<file path="config.mk">
export PLATFORM = sky130hd
export DESIGN_NAME = mac_sat_unit
export DESIGN_NICKNAME = d
export VERILOG_FILES = /design/src/rtl/mac_pkg.sv /design/src/rtl/mac_product.sv /design/src/rtl/mac_saturate.sv /design/src/rtl/mac_sat_unit.sv
export SDC_FILE = /design/constraint.sdc
export NUM_CORES = 2
export LEC_CHECK = 0
export BUFFER_PORTS_ARGS = -buffer_cell sky130_fd_sc_hd__clkbuf_2
export CORE_MARGIN = 2
export CORE_UTILIZATION = 60
export CTS_BUF_LIST = sky130_fd_sc_hd__clkbuf_2
export DETAILED_ROUTE_END_ITERATION = 10
export PLACE_DENSITY = 0.77
export SLEW_MARGIN = 20
export SYNTH_ARGS = -nofsm -noshare
export SYNTH_HDL_FRONTEND = slang
export SYNTH_SLANG_ARGS = --single-unit
</file>
<file path="constraint.sdc">
create_clock -name clk -period 9.4 [get_ports clk]
set_input_delay 0.94 -clock clk [delete_from_list [all_inputs] [get_ports clk]]
set_output_delay 0.94 -clock clk [all_outputs]
set_load 0.005 [all_outputs]
</file>
<file path="src/rtl/mac_pkg.sv">
package mac_pkg;

    typedef enum logic {
        OP_LONG = 1'b0,
        OP_WORD = 1'b1
    } mac_op_e;

    typedef enum logic {
        ST_IDLE = 1'b0,
        ST_DONE = 1'b1
    } mac_state_e;

endpackage

</file>
<file path="src/rtl/mac_product.sv">
module mac_product
    import mac_pkg::*;
#(
    parameter int WORD_W = 32,
    parameter int HALF_W = 16
) (
    input  mac_op_e                  op,
    input  logic [WORD_W-1:0]        a,
    input  logic [WORD_W-1:0]        b,
    output logic [2*WORD_W-1:0]      prod
);
    localparam int ACC_W = 2 * WORD_W;

    logic signed [ACC_W-1:0] ext_a;
    logic signed [ACC_W-1:0] ext_b;

    always_comb begin
        unique case (op)
            OP_LONG: begin
                ext_a = {{WORD_W{a[WORD_W-1]}}, a};
                ext_b = {{WORD_W{b[WORD_W-1]}}, b};
            end
            OP_WORD: begin
                ext_a = {{(ACC_W-HALF_W){a[HALF_W-1]}}, a[HALF_W-1:0]};
                ext_b = {{(ACC_W-HALF_W){b[HALF_W-1]}}, b[HALF_W-1:0]};
            end
            default: begin
                ext_a = '0;
                ext_b = '0;
            end
        endcase
        prod = ext_a * ext_b;
    end

endmodule

</file>
<file path="src/rtl/mac_saturate.sv">
module mac_saturate
    import mac_pkg::*;
#(
    parameter int WORD_W = 32,
    parameter int HALF_W = 16
) (
    input  mac_op_e              op,
    input  logic                 sat_en,
    input  logic [2*WORD_W-1:0]  sum,
    output logic [WORD_W-1:0]    hi,
    output logic [WORD_W-1:0]    lo
);
    localparam int ACC_W = 2 * WORD_W;
    localparam logic [WORD_W-1:0] HI_NEG_SET  = {{HALF_W{1'b1}}, {(WORD_W-HALF_W){1'b0}}};
    localparam logic [WORD_W-1:0] HI_POS_KEEP = {{(WORD_W-HALF_W+1){1'b0}}, {(HALF_W-1){1'b1}}};
    localparam logic [ACC_W-1:0]  WORD_MIN    = {{(ACC_W-WORD_W+1){1'b1}}, {(WORD_W-1){1'b0}}};
    localparam logic [ACC_W-1:0]  WORD_MAX    = {{(ACC_W-WORD_W+1){1'b0}}, {(WORD_W-1){1'b1}}};
    localparam logic [WORD_W-1:0] MARK_HI     = WORD_W'(1);
    localparam logic [WORD_W-1:0] LO_NEG_LIM  = {1'b1, {(WORD_W-1){1'b0}}};
    localparam logic [WORD_W-1:0] LO_POS_LIM  = {1'b0, {(WORD_W-1){1'b1}}};

    logic [WORD_W-1:0] raw_hi;
    logic [WORD_W-1:0] raw_lo;
    logic              below;
    logic              above;

    assign raw_hi = sum[ACC_W-1:WORD_W];
    assign raw_lo = sum[WORD_W-1:0];
    assign below  = $signed(sum) < $signed(WORD_MIN);
    assign above  = $signed(sum) > $signed(WORD_MAX);

    always_comb begin
        hi = raw_hi;
        lo = raw_lo;
        if (sat_en) begin
            unique case (op)
                OP_LONG: begin
                    if (sum[ACC_W-1]) hi = raw_hi | HI_NEG_SET;
                    else              hi = raw_hi & HI_POS_KEEP;
                end
                OP_WORD: begin
                    if (below) begin
                        hi = MARK_HI;
                        lo = LO_NEG_LIM;
                    end else if (above) begin
                        hi = MARK_HI;
                        lo = LO_POS_LIM;
                    end
                end
                default: ;
            endcase
        end
    end

endmodule

</file>
<file path="src/rtl/mac_sat_unit.sv">
module mac_sat_unit
    import mac_pkg::*;
#(
    parameter int WORD_W = 32,
    parameter int HALF_W = 16
) (
    input  logic              clk,
    input  logic              rst_n,
    input  logic              op_valid,
    input  logic              op_sel,
    input  logic              sat_en,
    input  logic              clr,
    input  logic [WORD_W-1:0] opnd_a,
    input  logic [WORD_W-1:0] opnd_b,
    output logic [WORD_W-1:0] acc_hi,
    output logic [WORD_W-1:0] acc_lo,
    output logic              done
);
    localparam int ACC_W = 2 * WORD_W;

    mac_state_e        state_q, state_d;
    mac_op_e           op;
    logic              accept;
    logic [ACC_W-1:0]  prod;
    logic [ACC_W-1:0]  sum;
    logic [WORD_W-1:0] nxt_hi;
    logic [WORD_W-1:0] nxt_lo;

    assign op     = mac_op_e'(op_sel);
    assign accept = op_valid && !clr;
    assign sum    = {acc_hi, acc_lo} + prod;

    mac_product #(.WORD_W(WORD_W), .HALF_W(HALF_W)) u_prod (
        .op   (op),
        .a    (opnd_a),
        .b    (opnd_b),
        .prod (prod)
    );

    mac_saturate #(.WORD_W(WORD_W), .HALF_W(HALF_W)) u_sat (
        .op     (op),
        .sat_en (sat_en),
        .sum    (sum),
        .hi     (nxt_hi),
        .lo     (nxt_lo)
    );

    // Next-state logic: T_CLEAR, T_ACCEPT, T_RETIRE
    always_comb begin
        state_d = state_q;
        unique case (state_q)
            ST_IDLE: if (accept) state_d = ST_DONE;
            ST_DONE: if (!accept) state_d = ST_IDLE;
            default: state_d = ST_IDLE;
        endcase
        if (clr) state_d = ST_IDLE;
    end

    always_ff @(posedge clk or negedge rst_n) begin
        if (!rst_n) state_q <= ST_IDLE;
        else        state_q <= state_d;
    end

    // Output process: accumulator and completion flag
    always_ff @(posedge clk or negedge rst_n) begin
        if (!rst_n) begin
            acc_hi <= '0;
            acc_lo <= '0;
        end else if (clr) begin
            acc_hi <= '0;
            acc_lo <= '0;
        end else if (op_valid) begin
            acc_hi <= nxt_hi;
            acc_lo <= nxt_lo;
        end
    end

    always_comb begin
        unique case (state_q)
            ST_DONE: done = 1'b1;
            default: done = 1'b0;
        endcase
    end

    // a clear empties the accumulator and suppresses done
    p_clear_zero_r9: assert property (@(posedge clk) disable iff (!rst_n)
        clr |=> (acc_hi == '0) && (acc_lo == '0) && !done);

    // done follows an accepted operation
    p_done_pulse_r10: assert property (@(posedge clk) disable iff (!rst_n)
        (op_valid && !clr) |=> done);

    // no done without an accepted operation
    p_no_done_r10: assert property (@(posedge clk) disable iff (!rst_n)
        !(op_valid && !clr) |=> !done);

    // accumulator holds when nothing is issued
    p_hold_r10: assert property (@(posedge clk) disable iff (!rst_n)
        (!op_valid && !clr) |=> $stable(acc_hi) && $stable(acc_lo));

    // a saturated long result keeps acc_hi within the 48-bit window
    p_long_window_r5: assert property (@(posedge clk) disable iff (!rst_n)
        (op_valid && !clr && sat_en && !op_sel) |=>
            ((&acc_hi[WORD_W-1:WORD_W-HALF_W]) || (acc_hi[WORD_W-1:HALF_W-1] == '0)));

    // a saturated word result is a 32-bit value or carries the marker
    p_word_range_r8: assert property (@(posedge clk) disable iff (!rst_n)
        (op_valid && !clr && sat_en && op_sel) |=>
            ((acc_hi == WORD_W'(1)) || (acc_hi == {WORD_W{acc_lo[WORD_W-1]}})));

endmodule

</file>
# After elaboration in Yosys (flattened, before gate mapping)
# Cells that the tools add are included.
# totals
out_inout_bits,65
elab_cells,29
latch_bits,0
romBits,0
register_bits,65
ramBits,0
input_bits,70
memories,0
# classes
mul,1
n_eq_ne,0
shift,0
order_cmp,2
reduce_logical,3
div_mod_pow,0
n_mux,18
bitwise_logic,1
addsub,1
# op_table
operator,n
32-bit two-way mux,12
64-bit case mux with 2 select lines,2
64-bit adder,1
64-bit by 32-bit > comparator with 1-bit output (second input constant),1
64-bit by 32-bit < comparator with 1-bit output (second input constant),1
64-bit by 64-bit multiplier with 64-bit output,1
32-bit case mux with 2 select lines,1
1-bit two-way mux,3
2-bit nonzero test,1
1-bit logical AND,1
1-bit logical NOT,1
1-bit NOT,1

# Longest topological paths before layout
# logic_depth
word_depth,11
depth_mapped,42

# By module
# Synthesis repeated with hierarchy kept, for this count alone.
# unflattened
cells_unflattened,5757
area_unflattened_um2,53122.2
# modules_own_cells
module,n_inst,area_each_um2,cells_per_inst,seq_area_each_um2
mac_product,1,46005.4,4894,0.0
mac_sat_unit,1,6292.3,752,1626.6
mac_saturate,1,824.5,111,0.0

# Worst setup path after synthesis
# Ideal clock, no wire load.
# synth_path
path_type,input to register
from,input op_sel
to,register acc_lo[29]
path_stages,38
slack_ns,-1.322
required_ns,9.279
t_arrival_ns,10.601
cell_sequence,and2_1 clkbuf_1 buf_1 clkbuf_1 a21o_1 clkbuf_1 nand2_1 fa_1 fa_1 inv_1 fa_1 inv_1 fa_1 fa_1 fa_1 inv_1 fa_1 fa_1 (+2 left out) fa_1 inv_1 ha_1 nand2_1 nor2_1 and3_1 o31ai_1 and2_1 a41oi_1 a21oi_1 xnor2_1 or2_0 nor4b_1 a31oi_1 buf_2 buf_2 o211ai_1 nand2_1
# synth_between
elab_chain_len,11
# synth_rtl
item,line,text
"start, declared",mac_sat_unit.sv:10,"input logic op_sel,"
1-bit NOT,mac_product.sv:18,unique case (op)
64-bit case mux with 2 select lines,mac_product.sv:18,
64-bit by 64-bit multiplier with 64-bit output,mac_product.sv:32,prod = ext_a * ext_b;
64-bit adder,mac_sat_unit.sv:31,"assign sum = {acc_hi, acc_lo} + prod;"
64-bit by 32-bit > comparator with 1-bit output,mac_saturate.sv:30,assign above = $signed(sum) > $signed(WORD_MAX);
32-bit two-way mux,mac_saturate.sv:45,end else if (above) begin
32-bit two-way mux,mac_saturate.sv:42,if (below) begin
32-bit two-way mux,mac_saturate.sv:36,unique case (op)
32-bit two-way mux (*),mac_saturate.sv:35,if (sat_en) begin
32-bit two-way mux (*),mac_sat_unit.sv:72,end else if (op_valid) begin
32-bit two-way mux (*),mac_sat_unit.sv:69,end else if (clr) begin
"end signal, assigned",mac_sat_unit.sv:74,acc_lo <= nxt_lo;
"end, declared",mac_sat_unit.sv:16,"output logic [WORD_W-1:0] acc_lo,"
# Mark *: on every way between the ends. The rest lies on a longest branch, timed or not. The select of a mux whose other input is x is not followed.
# A chain may end at the register's enable or synchronous reset.

# Worst setup path after layout
# layout_path
from,input opnd_a[15]
to,register acc_hi[5]
# layout_between
elab_chain_len,10
# layout_rtl
item,line,text
"start, declared",mac_sat_unit.sv:13,"input logic [WORD_W-1:0] opnd_a,"
64-bit case mux with 2 select lines (*),mac_product.sv:18,
64-bit by 64-bit multiplier with 64-bit output (*),mac_product.sv:32,
64-bit adder (*),mac_sat_unit.sv:31,
64-bit by 32-bit > comparator with 1-bit output,mac_saturate.sv:30,
32-bit two-way mux,mac_saturate.sv:45,
32-bit two-way mux,mac_saturate.sv:42,
32-bit case mux with 2 select lines,mac_saturate.sv:36,
32-bit two-way mux (*),mac_saturate.sv:35,
32-bit two-way mux (*),mac_sat_unit.sv:72,
32-bit two-way mux (*),mac_sat_unit.sv:69,
"end signal, assigned",mac_sat_unit.sv:73,acc_hi <= nxt_hi;
"end, declared",mac_sat_unit.sv:15,"output logic [WORD_W-1:0] acc_hi,"
# Marked as above.

==> results by group <==
Run status
  – Status: finished with violations
  – Failing checks: setup timing

Placed design
  – GP Congestion: around 1.1
  – HPWL after DPL: 149,100 um
  – Count of input and output buffers: about 130
  – Place WS: -2.018 ns

Timing
  – Fin crit period: around 11 ns
  – Final worst slack: -1.143 ns
  – Hold Fails Final Rpt: 0
  – Skew final: 0.06294 ns
  – Fin crit share: 112.2%
  – WHS: between 0.5 and 0.6 ns
  – Worst slew pin tran: around 0.86 ns
  – Final setup viols: 64
  – Final Max Slew Viols: 0
  – Slew HR: between 40% and 50%
  – Final setup TNS: -67.34 ns
  – Fmax: between 0.09 and 0.1 GHz
  – RSZ-0062 raised after global routing: yes

Yosys
  – #FFs+latches synth: 65
  – Post-Syn Nets: roughly 7,200
  – Synth top cells by count: 1,437 x fa_1, 1,405 x inv_1, 588 x nand2_1, 383 x and2_1, 360 x ha_1
  – Mapped cell area: between 0.05 and 0.06 mm2
  – EDFF count, synth: 0
  – Leading area contributor after synthesis: fa_1
  – Ys flop type: dfrtp_1
  – Seq/Total Area, Yosys: between 3 and 4%
  – Average footprint of a synthesized cell: between 9 and 10 um2
  – Cells after synthesis: roughly 5,300
  – Yosys top cell area share: a little under three fifths
  – Synth top area cells: fa_1 57%, inv_1 10%, ha_1 8.9%, and2_1 4.7%, nand2_1 4.3%
  – Top-count cell post-synth: fa_1
  – Yosys warning count: 0
  – Count of different cell masters after synthesis: 71
  – Async SR Flop Fraction: 100.0%

Critical path
  – Critical Path RT: 9.87 ns
  – Worst setup SP type: primary input
  – Worst Setup SP: opnd_a[15]
  – Crit-path max cell delay: ~0.63 ns
  – Kind of critical path: in2reg
  – WP data arrival: between 10 and 15 ns
  – Worst path slowest cell: fa_2
  – FF-to-FF Start: acc_lo[29]$_DFFE_PN0P_
  – CP max FO: 6
  – Most used cell along the critical path: fa_1
  – CP endpoint kind: flop

Layout
  – Multi-input logic area: approximately 0.044 mm2
  – Synth-to-layout area growth: 20.19%
  – Layout cell share with drive strength beyond 1: between 20% and 30%
  – Sequential Area: 0.001627 mm2
  – Fillers: approximately 6,100
  – Final Net Count: 7,978

Die
  – Cell Rows: between 100 and 150
  – Die ar.: between 0.08 and 0.09 mm2
  – Core box area: between 0.08 and 0.09 mm2
  – I/O pin cnt: around 140
  – Starting density of the core: about three fifths
  – Die Height: between 200 and 300 um
  – Die Width: between 200 and 300 um

Worst hold path
  – Worst Hold Class: in2async

Run
  – Max cap viols: 0

Route
  – Detailed-route vias per instance: between 5 and 6
  – ANT nets after route: 0
  – DRT iter0 DRCs: ~3,600
  – Drt wl/cell: between 20 and 25 um
  – Routed wire length: 168,000 um
  – Drt first pass iters: 6
  – Routed via count: 40,240
  – DRC violations left: 0

Clock network
  – Max clock buf depth: 2
  – Root Buffer: clkbuf_2
  – CTS tree: done
  – Num CTS Buffers: 9
  – Clk sinks: 65
  – H-tree depth: 3
  – Clock slew at reported path FFs: 0.21 ns
  – Clock Latency Late Sink: 0.59 ns

Global route
  – First-pass GRT wire length: about 260,000 um
  – Initial antenna violation count: 10
  – Vias in the first global route: 44,230
  – Largest net degree at the start of global routing: between 60 and 70
  – Gr usage total: 41.06%
  – Grt total ovfl: 0
cells in the final DEF, fill, tap and decap left out, drive strengths merged, types with 4 or more instances in the layout:
cell type	count
nor2	239
a221oi	4
nor3	18
nand2b	12
diode	7
nand4	25
a21oi	128
nor2b	54
and4	4
ha	360
nand3	17
inv	1405
a21o	48
fa	1437
clkbuf	143
a31oi	7
nand2	590
and3	6
o21ai	109
o211ai	12
o21a	11
nand3b	6
nor4	8
and2	384
o31ai	11
xor2	30
a211oi	4
clkinv	4
or3	4
o21bai	4
xnor2	80
dfrtp	65
buf	844
state kept, by name, summed over array words and instances (netlist names):
| signal | cells |
|---|---|
| acc_lo | 32 |
| state_q | 1 |
| acc_hi | 32 |
worst max-delay path: cells and delay by family:
kind	cells	cell delay, ns
AO/OA/AOI/OAI	7	1.64
XOR/XNOR	1	0.14
adder cells (fa/ha/maj)	11	5.35
buffers and inverters	9	1.19
AND/OR/NAND/NOR	8	1.73
layer usage:
layer,global-route usage [%],vias to the layer above,wire length (um)
met4,10.71,2,5883
li1,-,16960,-
met1,58.45,20710,67080
met2,58.85,2254,70810
met5,0,-,13
met3,16.61,311,24240
cell families (layout without fill, tap and decap cells):
logic type                 after synthesis  in the layout  synth area share (%)
adders and majority gates             1797           1797                 65.47
buffers and inverters                 1628           2401                 12.11
and+or+nand+nor                       1375           1377                 12.88
AOI/OAI and AO/OA                      363            364                 4.388
xor gates and xnor gates               110            110                 1.896
DFF                                     65             65                 3.201
muxes                                    2              2               0.04186
other                                    0              7                     0
cell type report:
| class | instances | area share, % |
|---|---|---|
| sequential | 65 | 2.663 |
| clock inverter | 7 | 0.1168 |
| inverter | 1406 | 8.674 |
| multi-input combinational | 3650 | 72.73 |
| tap | 1134 | 2.323 |
| clock buffer | 9 | 0.07375 |
| antenna | 7 | 0.02868 |
| timing repair buffer | 979 | 13.39 |
worst paths after layout:
| path | end | slack, ns | cells past startpoint |
|---|---|---|---|
| max | acc_hi[5]$_DFFE_PN0P_ | -1.14 | 36 |
| min | acc_hi[24]$_DFFE_PN0P_ | 0.51 | 2 |
| max reg2reg | acc_hi[5]$_DFFE_PN0P_ | 1.32 | 29 |
| min reg2reg | acc_lo[0]$_DFFE_PN0P_ | 0.57 | 2 |
| max in group asynchronous | acc_hi[0]$_DFFE_PN0P_ | 8.30 | 2 |
| min in group clk | acc_lo[0]$_DFFE_PN0P_ | 0.57 | 2 |
stage by stage:
step                      util (%)  std cells  area (um2)
after floorplan                  -       5340       51300
after global placement       70.64       7175       59210
after detailed placement     70.64       7175       59210
after CTS                    72.06       7226       60400
after global routing         72.85       7252       61060
final                        72.87       7257       61080
what timing repair did:
item | 4_1_cts | 5_1_grt
gates resized for setup | 170 | 115
gates cloned | 8 | 2
setup endpoints to repair | 64 | 64
hold buffers | 0 | 0
buffers inserted | 29 | 22
pin swaps | 92 | 96
Power is not shown: default switching activity piles up to over one toggle a cycle in this logic, so the estimate is an artifact.
